**src/rtl/ivr_pkg.sv**
```systemverilog
package ivr_pkg;

  localparam int unsigned ENTRY_W = 128;

  typedef struct packed {
    logic [15:0] pasid;
    logic [7:0]  vmid;
    logic [7:0]  ring;
    logic [27:0] data;
    logic [7:0]  id;
  } ivr_vec_t;

  typedef enum logic [2:0] {
    SEQ_IDLE, SEQ_W0, SEQ_W1, SEQ_W2, SEQ_W3, SEQ_WB
  } seq_state_e;

  localparam logic [2:0] RA_CTRL = 3'd0;
  localparam logic [2:0] RA_BASE = 3'd1;
  localparam logic [2:0] RA_RPTR = 3'd2;
  localparam logic [2:0] RA_WPTR = 3'd3;
  localparam logic [2:0] RA_WBLO = 3'd4;
  localparam logic [2:0] RA_WBHI = 3'd5;
  localparam logic [2:0] RA_STAT = 3'd6;

  localparam int CB_EN     = 0;
  localparam int CB_SZ_LSB = 1;
  localparam int CB_DET    = 6;
  localparam int CB_CLR    = 7;
  localparam int CB_WB     = 8;
  localparam int CB_IRQ    = 9;
  localparam int CB_REARM  = 10;

  function automatic logic [ENTRY_W-1:0] pack_entry(ivr_vec_t v);
    logic [ENTRY_W-1:0] e;
    e         = '0;
    e[7:0]    = v.id;
    e[59:32]  = v.data;
    e[71:64]  = v.ring;
    e[79:72]  = v.vmid;
    e[95:80]  = v.pasid;
    return e;
  endfunction

endpackage

```
**src/rtl/ivr_fifo.sv**
```systemverilog
module ivr_fifo #(
  parameter int W     = 68,
  parameter int DEPTH = 4
) (
  input  logic         clk,
  input  logic         rst_n,
  input  logic         push,
  input  logic [W-1:0] din,
  input  logic         pop,
  output logic [W-1:0] dout,
  output logic         full,
  output logic         empty
);
  localparam int AW = (DEPTH > 1) ? $clog2(DEPTH) : 1;

  logic [W-1:0]  slot_q [DEPTH];
  logic [AW-1:0] wr_q, wr_d, rd_q, rd_d;
  logic [AW:0]   cnt_q, cnt_d;
  logic          ptr_en;

  function automatic logic [AW-1:0] bump(logic [AW-1:0] p);
    return (p == AW'(DEPTH - 1)) ? '0 : p + 1'b1;
  endfunction

  generate
    for (genvar i = 0; i < DEPTH; i++) begin : g_slot
      always_ff @(posedge clk) begin
        if (push && (wr_q == AW'(i))) slot_q[i] <= din;
      end
    end
  endgenerate

  always_comb begin
    wr_d   = push ? bump(wr_q) : wr_q;
    rd_d   = pop  ? bump(rd_q) : rd_q;
    cnt_d  = cnt_q + (AW+1)'(push) - (AW+1)'(pop);
    ptr_en = push | pop;
  end

  always_ff @(posedge clk or negedge rst_n) begin
    if (!rst_n) begin
      wr_q  <= '0;
      rd_q  <= '0;
      cnt_q <= '0;
    end else if (ptr_en) begin
      wr_q  <= wr_d;
      rd_q  <= rd_d;
      cnt_q <= cnt_d;
    end
  end

  assign dout  = slot_q[rd_q];
  assign full  = (cnt_q == (AW+1)'(DEPTH));
  assign empty = (cnt_q == '0);
endmodule

```
**src/rtl/ivr_ptr.sv**
```systemverilog
module ivr_ptr #(
  parameter int PTR_W = 18
) (
  input  logic             clk,
  input  logic             rst_n,
  input  logic             ring_en,
  input  logic [PTR_W-1:0] mask,
  input  logic             det_en,
  input  logic             ovf_clr,
  input  logic             rearm_en,
  input  logic             rptr_we,
  input  logic [PTR_W-1:0] rptr_wdata,
  input  logic             commit,
  output logic [PTR_W-1:0] wptr_q,
  output logic [PTR_W-1:0] rptr_q,
  output logic             ovf_q,
  output logic             pend_q
);
  localparam logic [PTR_W-1:0] ALIGN = {{(PTR_W-4){1'b1}}, 4'b0000};
  localparam logic [PTR_W-1:0] STEP  = PTR_W'(16);

  logic [PTR_W-1:0] wptr_d, rptr_d, nxt_wptr;
  logic             ovf_d, pend_d, ld;

  always_comb begin
    nxt_wptr = (wptr_q + STEP) & mask;
    wptr_d   = wptr_q;
    rptr_d   = rptr_q;
    ovf_d    = ovf_q & ~ovf_clr;
    pend_d   = pend_q;
    if (rptr_we) begin
      rptr_d = rptr_wdata & mask & ALIGN;
      pend_d = rearm_en && (rptr_d != wptr_q);
    end
    if (commit) begin
      wptr_d = nxt_wptr;
      pend_d = 1'b1;
      if (det_en && (nxt_wptr == rptr_d)) ovf_d = 1'b1;
    end
    if (!ring_en) begin
      wptr_d = '0;
      rptr_d = '0;
      ovf_d  = 1'b0;
      pend_d = 1'b0;
    end
    ld = rptr_we | commit | ovf_clr | ~ring_en;
  end

  always_ff @(posedge clk or negedge rst_n) begin
    if (!rst_n) begin
      wptr_q <= '0;
      rptr_q <= '0;
      ovf_q  <= 1'b0;
      pend_q <= 1'b0;
    end else if (ld) begin
      wptr_q <= wptr_d;
      rptr_q <= rptr_d;
      ovf_q  <= ovf_d;
      pend_q <= pend_d;
    end
  end
endmodule

```
**src/rtl/ivr_seq.sv**
```systemverilog
module ivr_seq
  import ivr_pkg::*;
#(
  parameter int PTR_W = 18
) (
  input  logic               clk,
  input  logic               rst_n,
  input  logic               ring_en,
  input  logic               have_vec,
  input  logic               wb_en,
  input  logic [ENTRY_W-1:0] entry,
  input  logic [31:0]        ring_base,
  input  logic [PTR_W-1:0]   wptr,
  input  logic               ovf,
  input  logic [39:0]        wb_addr,
  input  logic               mem_ready,
  output logic               mem_valid,
  output logic [39:0]        mem_addr,
  output logic [31:0]        mem_data,
  output logic               commit,
  output logic               idle
);
  seq_state_e  state_q, state_d;
  logic [1:0]  word_sel;
  logic [31:0] ring_addr, wb_word;

  always_comb begin
    state_d = state_q;
    unique case (state_q)
      SEQ_IDLE: if (ring_en && have_vec) state_d = SEQ_W0;
      SEQ_W0:   if (mem_ready) state_d = SEQ_W1;
      SEQ_W1:   if (mem_ready) state_d = SEQ_W2;
      SEQ_W2:   if (mem_ready) state_d = SEQ_W3;
      SEQ_W3:   if (mem_ready) state_d = wb_en ? SEQ_WB : SEQ_IDLE;
      SEQ_WB:   if (mem_ready) state_d = SEQ_IDLE;
      default:  state_d = SEQ_IDLE;
    endcase
  end

  always_ff @(posedge clk or negedge rst_n) begin
    if (!rst_n) state_q <= SEQ_IDLE;
    else        state_q <= state_d;
  end

  always_comb begin
    unique case (state_q)
      SEQ_W1:  word_sel = 2'd1;
      SEQ_W2:  word_sel = 2'd2;
      SEQ_W3:  word_sel = 2'd3;
      default: word_sel = 2'd0;
    endcase
    ring_addr = ring_base + 32'(wptr) + {28'd0, word_sel, 2'b00};
    wb_word   = {{(33-PTR_W){1'b0}}, wptr[PTR_W-1:1], ovf};
    mem_valid = (state_q != SEQ_IDLE);
    commit    = (state_q == SEQ_W3) && mem_ready;
    idle      = (state_q == SEQ_IDLE);
    if (state_q == SEQ_WB) begin
      mem_addr = wb_addr;
      mem_data = wb_word;
    end else begin
      mem_addr = {8'h00, ring_addr};
      mem_data = entry[32*word_sel +: 32];
    end
  end
endmodule

```
**src/rtl/ivr_writer.sv**
```systemverilog
module ivr_writer
  import ivr_pkg::*;
#(
  parameter int PTR_W = 18,
  parameter int DEPTH = 4
) (
  input  logic        clk,
  input  logic        rst_n,
  input  logic        src_valid,
  output logic        src_ready,
  input  logic [7:0]  src_id,
  input  logic [27:0] src_data,
  input  logic [7:0]  src_ring,
  input  logic [7:0]  src_vmid,
  input  logic [15:0] src_pasid,
  input  logic        reg_we,
  input  logic [2:0]  reg_addr,
  input  logic [31:0] reg_wdata,
  output logic [31:0] reg_rdata,
  output logic        mem_valid,
  input  logic        mem_ready,
  output logic [39:0] mem_addr,
  output logic [31:0] mem_data,
  output logic        irq_o
);
  localparam int VEC_W = $bits(ivr_vec_t);

  logic             ring_en_q, det_q, wb_en_q, irq_en_q, rearm_q;
  logic [4:0]       sz_q;
  logic [23:0]      base_q;
  logic [31:0]      wblo_q;
  logic [7:0]       wbhi_q;
  logic             ctrl_we, base_we, wblo_we, wbhi_we, rptr_we, ovf_clr;
  logic [PTR_W-1:0] mask, wptr_q, rptr_q;
  logic [5:0]       shamt;
  logic             ovf_q, pend_q, commit, seq_idle, busy;
  logic             f_full, f_empty, f_push;
  ivr_vec_t         in_vec, head_vec;
  logic [VEC_W-1:0] head_raw;

  always_comb begin
    ctrl_we = reg_we && (reg_addr == RA_CTRL);
    base_we = reg_we && (reg_addr == RA_BASE);
    wblo_we = reg_we && (reg_addr == RA_WBLO);
    wbhi_we = reg_we && (reg_addr == RA_WBHI);
    rptr_we = reg_we && (reg_addr == RA_RPTR) && ring_en_q;
    ovf_clr = ctrl_we && reg_wdata[CB_CLR];
    shamt   = {1'b0, sz_q} + 6'd2;
    mask    = (PTR_W'(1) << shamt) - PTR_W'(1);
  end

  always_ff @(posedge clk or negedge rst_n) begin
    if (!rst_n) begin
      ring_en_q <= 1'b0;
      sz_q      <= '0;
      det_q     <= 1'b0;
      wb_en_q   <= 1'b0;
      irq_en_q  <= 1'b0;
      rearm_q   <= 1'b0;
    end else if (ctrl_we) begin
      ring_en_q <= reg_wdata[CB_EN];
      sz_q      <= reg_wdata[CB_SZ_LSB +: 5];
      det_q     <= reg_wdata[CB_DET];
      wb_en_q   <= reg_wdata[CB_WB];
      irq_en_q  <= reg_wdata[CB_IRQ];
      rearm_q   <= reg_wdata[CB_REARM];
    end
  end

  always_ff @(posedge clk or negedge rst_n) begin
    if (!rst_n) base_q <= '0;
    else if (base_we) base_q <= reg_wdata[31:8];
  end

  always_ff @(posedge clk or negedge rst_n) begin
    if (!rst_n) wblo_q <= '0;
    else if (wblo_we) wblo_q <= reg_wdata;
  end

  always_ff @(posedge clk or negedge rst_n) begin
    if (!rst_n) wbhi_q <= '0;
    else if (wbhi_we) wbhi_q <= reg_wdata[7:0];
  end

  assign in_vec = '{pasid: src_pasid, vmid: src_vmid, ring: src_ring,
                    data: src_data, id: src_id};
  assign f_push    = src_valid && !f_full;
  assign src_ready = !f_full;
  assign head_vec  = ivr_vec_t'(head_raw);

  ivr_fifo #(.W(VEC_W), .DEPTH(DEPTH)) u_fifo (
    .clk   (clk),
    .rst_n (rst_n),
    .push  (f_push),
    .din   (in_vec),
    .pop   (commit),
    .dout  (head_raw),
    .full  (f_full),
    .empty (f_empty)
  );

  ivr_ptr #(.PTR_W(PTR_W)) u_ptr (
    .clk        (clk),
    .rst_n      (rst_n),
    .ring_en    (ring_en_q),
    .mask       (mask),
    .det_en     (det_q),
    .ovf_clr    (ovf_clr),
    .rearm_en   (rearm_q),
    .rptr_we    (rptr_we),
    .rptr_wdata (reg_wdata[PTR_W-1:0]),
    .commit     (commit),
    .wptr_q     (wptr_q),
    .rptr_q     (rptr_q),
    .ovf_q      (ovf_q),
    .pend_q     (pend_q)
  );

  ivr_seq #(.PTR_W(PTR_W)) u_seq (
    .clk       (clk),
    .rst_n     (rst_n),
    .ring_en   (ring_en_q),
    .have_vec  (!f_empty),
    .wb_en     (wb_en_q),
    .entry     (pack_entry(head_vec)),
    .ring_base ({base_q, 8'h00}),
    .wptr      (wptr_q),
    .ovf       (ovf_q),
    .wb_addr   ({wbhi_q, wblo_q}),
    .mem_ready (mem_ready),
    .mem_valid (mem_valid),
    .mem_addr  (mem_addr),
    .mem_data  (mem_data),
    .commit    (commit),
    .idle      (seq_idle)
  );

  assign busy  = !f_empty || !seq_idle;
  assign irq_o = pend_q && irq_en_q && ((rptr_q != wptr_q) || ovf_q);

  always_comb begin
    unique case (reg_addr)
      RA_CTRL: reg_rdata = {21'd0, rearm_q, irq_en_q, wb_en_q, 1'b0, det_q,
                            sz_q, ring_en_q};
      RA_BASE: reg_rdata = {base_q, 8'h00};
      RA_RPTR: reg_rdata = 32'(rptr_q);
      RA_WPTR: reg_rdata = {{(33-PTR_W){1'b0}}, wptr_q[PTR_W-1:1], ovf_q};
      RA_WBLO: reg_rdata = wblo_q;
      RA_WBHI: reg_rdata = {24'd0, wbhi_q};
      RA_STAT: reg_rdata = {30'd0, irq_o, busy};
      default: reg_rdata = '0;
    endcase
  end
endmodule

```
**config.mk**
```make
export PLATFORM = sky130hd
export DESIGN_NAME = ivr_writer
export DESIGN_NICKNAME = d
export VERILOG_FILES = /design/src/rtl/ivr_pkg.sv /design/src/rtl/ivr_fifo.sv /design/src/rtl/ivr_ptr.sv /design/src/rtl/ivr_seq.sv /design/src/rtl/ivr_writer.sv
export SDC_FILE = /design/constraint.sdc
export NUM_CORES = 1
export LEC_CHECK = 0
export ABC_AREA = 1
export BUFFER_PORTS_ARGS = -buffer_cell sky130_fd_sc_hd__buf_2
export CAP_MARGIN = 20
export CORE_UTILIZATION = 59
export DETAILED_ROUTE_END_ITERATION = 16
export PLACE_DENSITY = 0.8
export RECOVER_POWER = 25
export SLEW_MARGIN = 0
export SYNTH_ARGS = -nofsm -noshare
export SYNTH_HDL_FRONTEND = slang
export SYNTH_SLANG_ARGS = --single-unit
```
**constraint.sdc**
```tcl
create_clock -name clk -period 4.65 [get_ports clk]
set_input_delay 0.6975 -clock clk [delete_from_list [all_inputs] [get_ports clk]]
set_output_delay 0.6975 -clock clk [all_outputs]
set_load 0.03 [all_outputs]
```
Word-level counts from Yosys, hierarchy flattened
Memories as Yosys holds them, arrays and structs flattened.
Index checks and enable logic that the tools add are counted.
- flip-flop bits (word level): 122
- bits in latches: 0
- RAM bits: 272
- bits in read-only memories: 0
- input bits: 108
- output and inout bits: 107
- memories kept: 1
- memories (name ; words ; width ; rd ports ; clocked after memory_dff ; wr ports ; line ; text):
    u_fifo.slot_q ; 4 ; 68 ; 1 ; 0 ; 1 ; ivr_fifo.sv:16 ; logic [W-1:0] slot_q [DEPTH];
- $add $sub $neg: 9
- $mul: 0
- divide/modulo/power cells: 0
- order comparisons: 0
- equal/unequal tests: 27
- shifts and indexed selects: 2
- mux-type cells: 41
- bitwise gates (word level): 9
- reductions and logical operators: 36
- operator list (cell ; number):
    32-bit case mux with 7 select lines ; 1
    68-bit two-way mux ; 3
    68-bit OR reduction ; 3
    128-bit by 8-bit variable part select with 32-bit output ; 1
    18-bit two-way mux ; 4
    40-bit two-way mux ; 1
    18-bit bitwise AND ; 2
    18-bit != test ; 2
    32-bit by 18-bit adder with 32-bit output ; 1
    32-bit by 4-bit adder with 32-bit output ; 1
    32-bit two-way mux ; 1
    3-bit two-way mux ; 7
    18-bit by 5-bit adder with 18-bit output (second input constant) ; 1
    18-bit == test ; 1
    3-bit == test (second input constant) ; 6
    1-bit logical AND ; 18
    3-bit case mux with 6 select lines ; 1
    1-bit by 6-bit left shift with 18-bit output (first input constant) ; 1
    18-bit by 2-bit subtractor with 18-bit output (second input constant) ; 1
    1-bit two-way mux ; 17
    3-bit by 2-bit == test with 1-bit output (second input constant) ; 4
    2-bit two-way mux ; 5
    2-bit != test (second input constant) ; 5
    3-bit logical NOT ; 3
    other kinds (19) ; 34

Depth between registers and ports, before layout
- depth after elaboration: 10
- mapped depth: 22

By module
Synthesis repeated with hierarchy kept, for this count alone.
- cells, all modules: 2615
- area, all modules: 22222.6 um2
- by module, submodules not included (module ; instances ; cells an instance ; area each (um2)):
    ivr_fifo ; 1 ; 852 ; 11544.8
    ivr_writer ; 1 ; 626 ; 4463.0
    ivr_seq ; 1 ; 780 ; 3772.4
    ivr_ptr ; 1 ; 357 ; 2442.3

Worst setup path before layout
Ideal clock, no wire load.
- path kind: register -> register
- start: reg u_fifo.cnt_q[1]
- end: mem u_fifo.slot_q[0][0], enable pin
- arrival time: 3.762 ns
- data required time: 4.155 ns
- setup slack: 0.394 ns
- stages on the path, launching flop included: 5
- path buffers: 0
- period minus slack after synthesis: 4.256 ns
- cell sequence: dfrtp_1 > nor2_1 > nand2_1 > nand2_1 > nor2_1
- cells in the longest elaborated chain, start to end: 10
- elaborated cells between the ends (all ways): 24
- those cells by class: 1 x eq/ne; 14 x mux; 9 x reduce/logical
- ends and longest elaborated chain (what ; line ; text):
    from (decl) ; ivr_fifo.sv:18 ; logic [AW:0] cnt_q, cnt_d;
    from (signal assigned) ; ivr_fifo.sv:48 ; cnt_q <= cnt_d;
    3-bit == test (*) ; ivr_fifo.sv:53 ; assign full = (cnt_q == (AW+1)'(DEPTH));
    1-bit logical NOT (*) ; n/a ;
    named net src_ready ; ivr_writer.sv:10 ; output logic src_ready,
    1-bit logical AND (*) ; ivr_writer.sv:87 ; assign f_push = src_valid && !f_full;
    1-bit logical AND ; ivr_fifo.sv:28 ; if (push && (wr_q == AW'(i))) slot_q[i] <= din;
    1-bit two-way mux ; ivr_fifo.sv:28 ;
    1-bit two-way mux (implied by the code) ; ivr_fifo.sv:28 ;
    68-bit OR reduction (no line) ; n/a ;
    2-bit two-way mux (no line) / 1-bit two-way mux (equally long branches) (3 in series) ; n/a ;
    to (decl) ; ivr_fifo.sv:16 ;
The timed path passes the listed nets; every way through them passes the cells marked *.

Final worst setup path
- start: reg u_seq.state_q[2]
- end: out mem_addr[30]
- cells in the longest elaborated chain, start to end: 4
- elaborated cells between the ends (all ways): 7
- those cells by class: 1 x add/sub; 4 x eq/ne; 2 x mux
- ends and longest elaborated chain (what ; line ; text):
    from (decl) ; ivr_seq.sv:23 ; seq_state_e state_q, state_d;
    from (signal assigned) ; ivr_seq.sv:42 ; else state_q <= state_d;
    3-bit == test / 3-bit by 2-bit == test with 1-bit output (equally long branches) ; ivr_seq.sv:46 ; unique case (state_q)
    2-bit case mux with 3 select lines ; ivr_seq.sv:46 ;
    32-bit by 4-bit adder with 32-bit output ; ivr_seq.sv:52 ; ring_addr = ring_base + 32'(wptr) + {28'd0, word_sel, 2'b00};
    40-bit two-way mux (*) ; ivr_seq.sv:57 ; if (state_q == SEQ_WB) begin
    to (decl) ; ivr_writer.sv:22 ; output logic [39:0] mem_addr,
Every way passes the cells marked *; elsewhere a longest branch is shown, timed or not.

==> impl_metrics.csv <==
group,metric,value,unit
outcome,status,"finished clean",
synth,post_synth_num_cell_types,59,
clock_tree,h-tree-depth,2,
clock_tree,cts_tree,"done",
timing,fmax,226,MHz
place,dp_slack,0.147,ns
run,maxCapViolations,0,
grt,use_met3,0.0520,
clock_tree,cts_sinks,394,
synth,synth_area,19300,µm²
timing,fin_crit_sh,0.951,
critical_path,r2r-start,"sz_q[1]$_DFFE_PN0P_",
grt,grt_pass1_vias,15300,
critical_path,cp_top_family,"simple AND/OR/NAND/NOR gates",
synth,synth-seq-area-share,0.580,
grt,grt_max_degree,85,
critical_path,max_stage_delay,0.45,ns
place,dp_hpwl,37.8,mm
grt,use_met1,0.456,
synth,synthCells,2032,
synth,yosys_warnings,0,
critical_path,start_kind,"flop",
critical_path,critPathKind,"reg2out",
power,powerDensity,579,nW/µm²
clock_tree,clkTransAtPathRegs,0.06,ns
critical_path,reg2reg_depth,21,
detailed_routing,wl,56.1,mm
critical_path,slowest_stage,"dfrtp_2",
power,peakVddDrop,0.000474,V
die,die_area,33500,µm²
grt,grt_first_pass_wirelength,86.0,mm
clock_tree,cts_buffers,41,
cells_and_area,instances_no_fill,2693,
timing,slew_headroom,0.300,
detailed_routing,first_pass_iters,5,
critical_path,arrival,3.72,ns
synth,syn_avg_cell_area,9.52,µm²
critical_path,cp-startpoint,"u_seq.state_q[2]$_DFFE_PN0P_",
worst_hold_path,hold_class,"in2async",
critical_path,crit_top_cell,"nor2_2",
grt,grt_usage,0.337,
detailed_routing,avgViaCountPerCell,6.00,
critical_path,ff2ff_setup_slack,1.22,ns
place,dp_cells,2613,
cells_and_area,drive_gt1_frac,0.145,
timing,fin_worst_skew,0.00780,ns
place,place_congestion,1.01,
clock_tree,cts_root_buf,"clkbuf_16",
detailed_routing,wl_per_cell,20.8,µm
synth,synth-edff-count,272,
detailed_routing,vias,16200,
grt,top_usage_layer,"met2",
power,power_leakage,9.14,nW
critical_path,worstPathRequired,3.95,ns
timing,min_period,4.42,ns
grt,grt-ovfl-total,0,
place,place.port_buffers,214,
timing,slew_violations,0,
critical_path,end_kind,"output pin",
timing,worst_slack,0.230,ns
critical_path,crit_path_max_fanout,7,
critical_path,path_cells,"nor2_2 -> inv_1 -> nor2_2 -> inv_2 -> nand2_2 -> clkinv_1 -> fa_2 -> inv_2 -> nand3_1 -> o21ai_2 -> a31oi_2 -> nor2_2 -> buf_4 -> nand3_2 -> nor3_4 -> xor2_1 -> nand2_1 -> o21ai_0 -> buf_4",
synth,synthFlopType,"edfxtp_1",
clock_tree,ctsHoldBuffers,0,
die,core,31900,µm²
detailed_routing,drt_iter0_drc,1904,
grt,antenna_found_initial,0,
detailed_routing,drc,0,
die,initial_utilization,0.607,
timing,final-setup-viol-count,0,
die,die_h,183,µm
detailed_routing,postRouteAntennaNets,0,
timing,tightest_slew,1.05,ns
die,dieWidth,183,µm
cells_and_area,finalNetCount,2359,
timing,worst_hold_slack,0.177,ns
critical_path,critical_path.endpoint,"mem_addr[30]",
die,core.rowCount,65,
synth,syn_nets,2164,
synth,yosys_register_bits,394,
clock_tree,clk_path_buf_depth,3,
critical_path,reg2reg_to,"u_ptr.ovf_q$_DFFE_PN0P_",
grt,use_met2,0.557,
timing,timing_hold_violations_final,0,
die,pin_count,215,
critical_path,cp.depth,19,
critical_path,cp.buffers_inverters,6,
cells_and_area,syn2layout_area_growth,14.7,%
clock_tree,clock_latency,0.54,ns
synth,async_reset_ff_frac,0.310,
-- per-layer routing --
| metal | up-vias | part of all wire |
|---|---|---|
| met5 | - | 0 |
| met4 | 0 | 0.033 |
| met3 | 115 | 0.088 |
| met2 | 872 | 0.48 |
| met1 | 7721 | 0.40 |
| li1 | 7451 | - |
-- cell usage in the layout (no fill, tap or decap), types with 34 or more instances in the layout --
| master | synthesis | layout |
|---|---|---|
| nand2_1 | 396 | 394 |
| o21ai_0 | 257 | 256 |
| dfrtp_1 | 122 | 119 |
| clkbuf_16 | 0 | 42 |
| o22ai_1 | 69 | 69 |
| edfxtp_1 | 272 | 272 |
| inv_1 | 173 | 168 |
| nand3_1 | 79 | 78 |
| clkbuf_1 | 85 | 66 |
| buf_4 | 2 | 34 |
| nor2_1 | 240 | 233 |
| a21oi_1 | 61 | 61 |
| buf_2 | 3 | 151 |
-- cells by family (layout without fill, tap and decap cells) --
| group | count (synthesis) | count (layout) | share of synthesized area |
|---|---|---|---|
| flops | 394 | 394 | 0.580 |
| xor+xnor | 40 | 40 | 0.0181 |
| simple gates | 799 | 799 | 0.176 |
| buf+inv | 282 | 506 | 0.0566 |
| compound gates | 492 | 492 | 0.152 |
| fa+ha+maj | 24 | 24 | 0.0163 |
| mux | 1 | 1 | 0.000582 |
| other cells | 0 | 2 | 0 |
-- what timing repair did --
| action | 4_1_cts | 5_1_grt |
|---|---|---|
| cloned | 0 | 0 |
| setup endpoints to repair | 6 | 6 |
| gates resized for setup | 9 | 8 |
| buffers inserted | 3 | 1 |
| pin swaps | 2 | 3 |
-- Yosys cell counts, types with 5 or more instances --
library cell  number  share of area
a221oi_1           6         0.0027
o21ai_0          257          0.067
edfxtp_1         272           0.42
nor2_2             8         0.0026
a32o_1             9         0.0047
nand3_1           79          0.020
inv_1            173          0.034
clkbuf_1          85          0.016
nand2_1          396          0.077
a31oi_1            5         0.0016
inv_2              7         0.0014
o221ai_1          17         0.0077
a21oi_1           61          0.016
xor2_1            32          0.014
ha_1              22          0.014
nor2_1           240          0.047
nor2_4             9         0.0052
dfrtp_1          122           0.16
nand2_2           17         0.0055
a22oi_1            6         0.0023
o2111ai_1         17         0.0077
a221o_1           12         0.0062
nor3_1            13         0.0034
xnor2_1            8         0.0036
clkinv_1           6         0.0012
o211ai_1          15         0.0058
o22ai_1           69          0.022
nand4_1           15         0.0049
-- per-stage QoR --
| stage | util | setup TNS [ns] | power, W | cell area [µm²] |
|---|---|---|---|---|
| after global placement | 0.654 | 0 | 0.00941 | 20800 |
| after global routing | 0.696 | -0.00257 | 0.0134 | 22200 |
| after CTS | 0.696 | 0 | 0.0128 | 22200 |
| final | 0.696 | 0 | 0.0128 | 22200 |
| after detailed placement | 0.654 | 0 | 0.00953 | 20800 |
| after floorplan | - | 0 | 0.00801 | 19300 |
-- state kept, by name (all words and copies together), names as in the netlist --
name / count
u_fifo.slot_q: 272
wblo_q: 32
base_q: 24
u_ptr.rptr_q: 18
u_ptr.wptr_q: 18
wbhi_q: 8
sz_q: 5
u_fifo.cnt_q: 3
u_seq.state_q: 3
u_fifo.rd_q: 2
u_fifo.wr_q: 2
det_q: 1
irq_en_q: 1
rearm_q: 1
ring_en_q: 1
u_ptr.ovf_q: 1
u_ptr.pend_q: 1
wb_en_q: 1
-- power breakdown --
part	internal [W]	leakage (nW)	switching, W
clock	0.00187	0.640	0.00138
combinational	0.00136	4.43	0.00347
sequential	0.00445	4.07	0.000323
-- worst register-to-register path: cells and delay by family, from the launching register on --
| family | cells | cell delay (ns) |
|---|---|---|
| AOI/OAI and AO/OA | 1 | 0.13 |
| buffers and inverters | 1 | 0.07 |
| DFF | 1 | 0.55 |
| and+or+nand+nor | 17 | 1.97 |
| adders and majority gates | 2 | 0.65 |
-- worst min-delay path by stage --
stage	from	end	slack (ns)	cells after the start
final	rst_n	wbhi_q[6]$_DFFE_PN0P_	0.18	1
after global routing	rst_n	wbhi_q[6]$_DFFE_PN0P_	0.23	1
after CTS	rst_n	wbhi_q[6]$_DFFE_PN0P_	0.20	1
after detailed placement	wblo_q[31]$_DFFE_PN0P_	wblo_q[31]$_DFFE_PN0P_	0.47	2
after global placement	wblo_q[23]$_DFFE_PN0P_	wblo_q[23]$_DFFE_PN0P_	0.47	2
after floorplan	rst_n	base_q[0]$_DFFE_PN0P_	0.40	0
-- area by class of cell --
cell class / instances / area [µm²]
multi-input cells: 1356 / 7100
inverters: 186 / 699
fillers: 2474 / 9690
well taps: 435 / 544
clock inverters: 21 / 211
diodes: 2 / 5.00
flip-flops and latches: 394 / 11200
repair buffers: 248 / 1300
clock buffers: 51 / 1100
No activity file was read; power rests on OpenSTA's default activity.
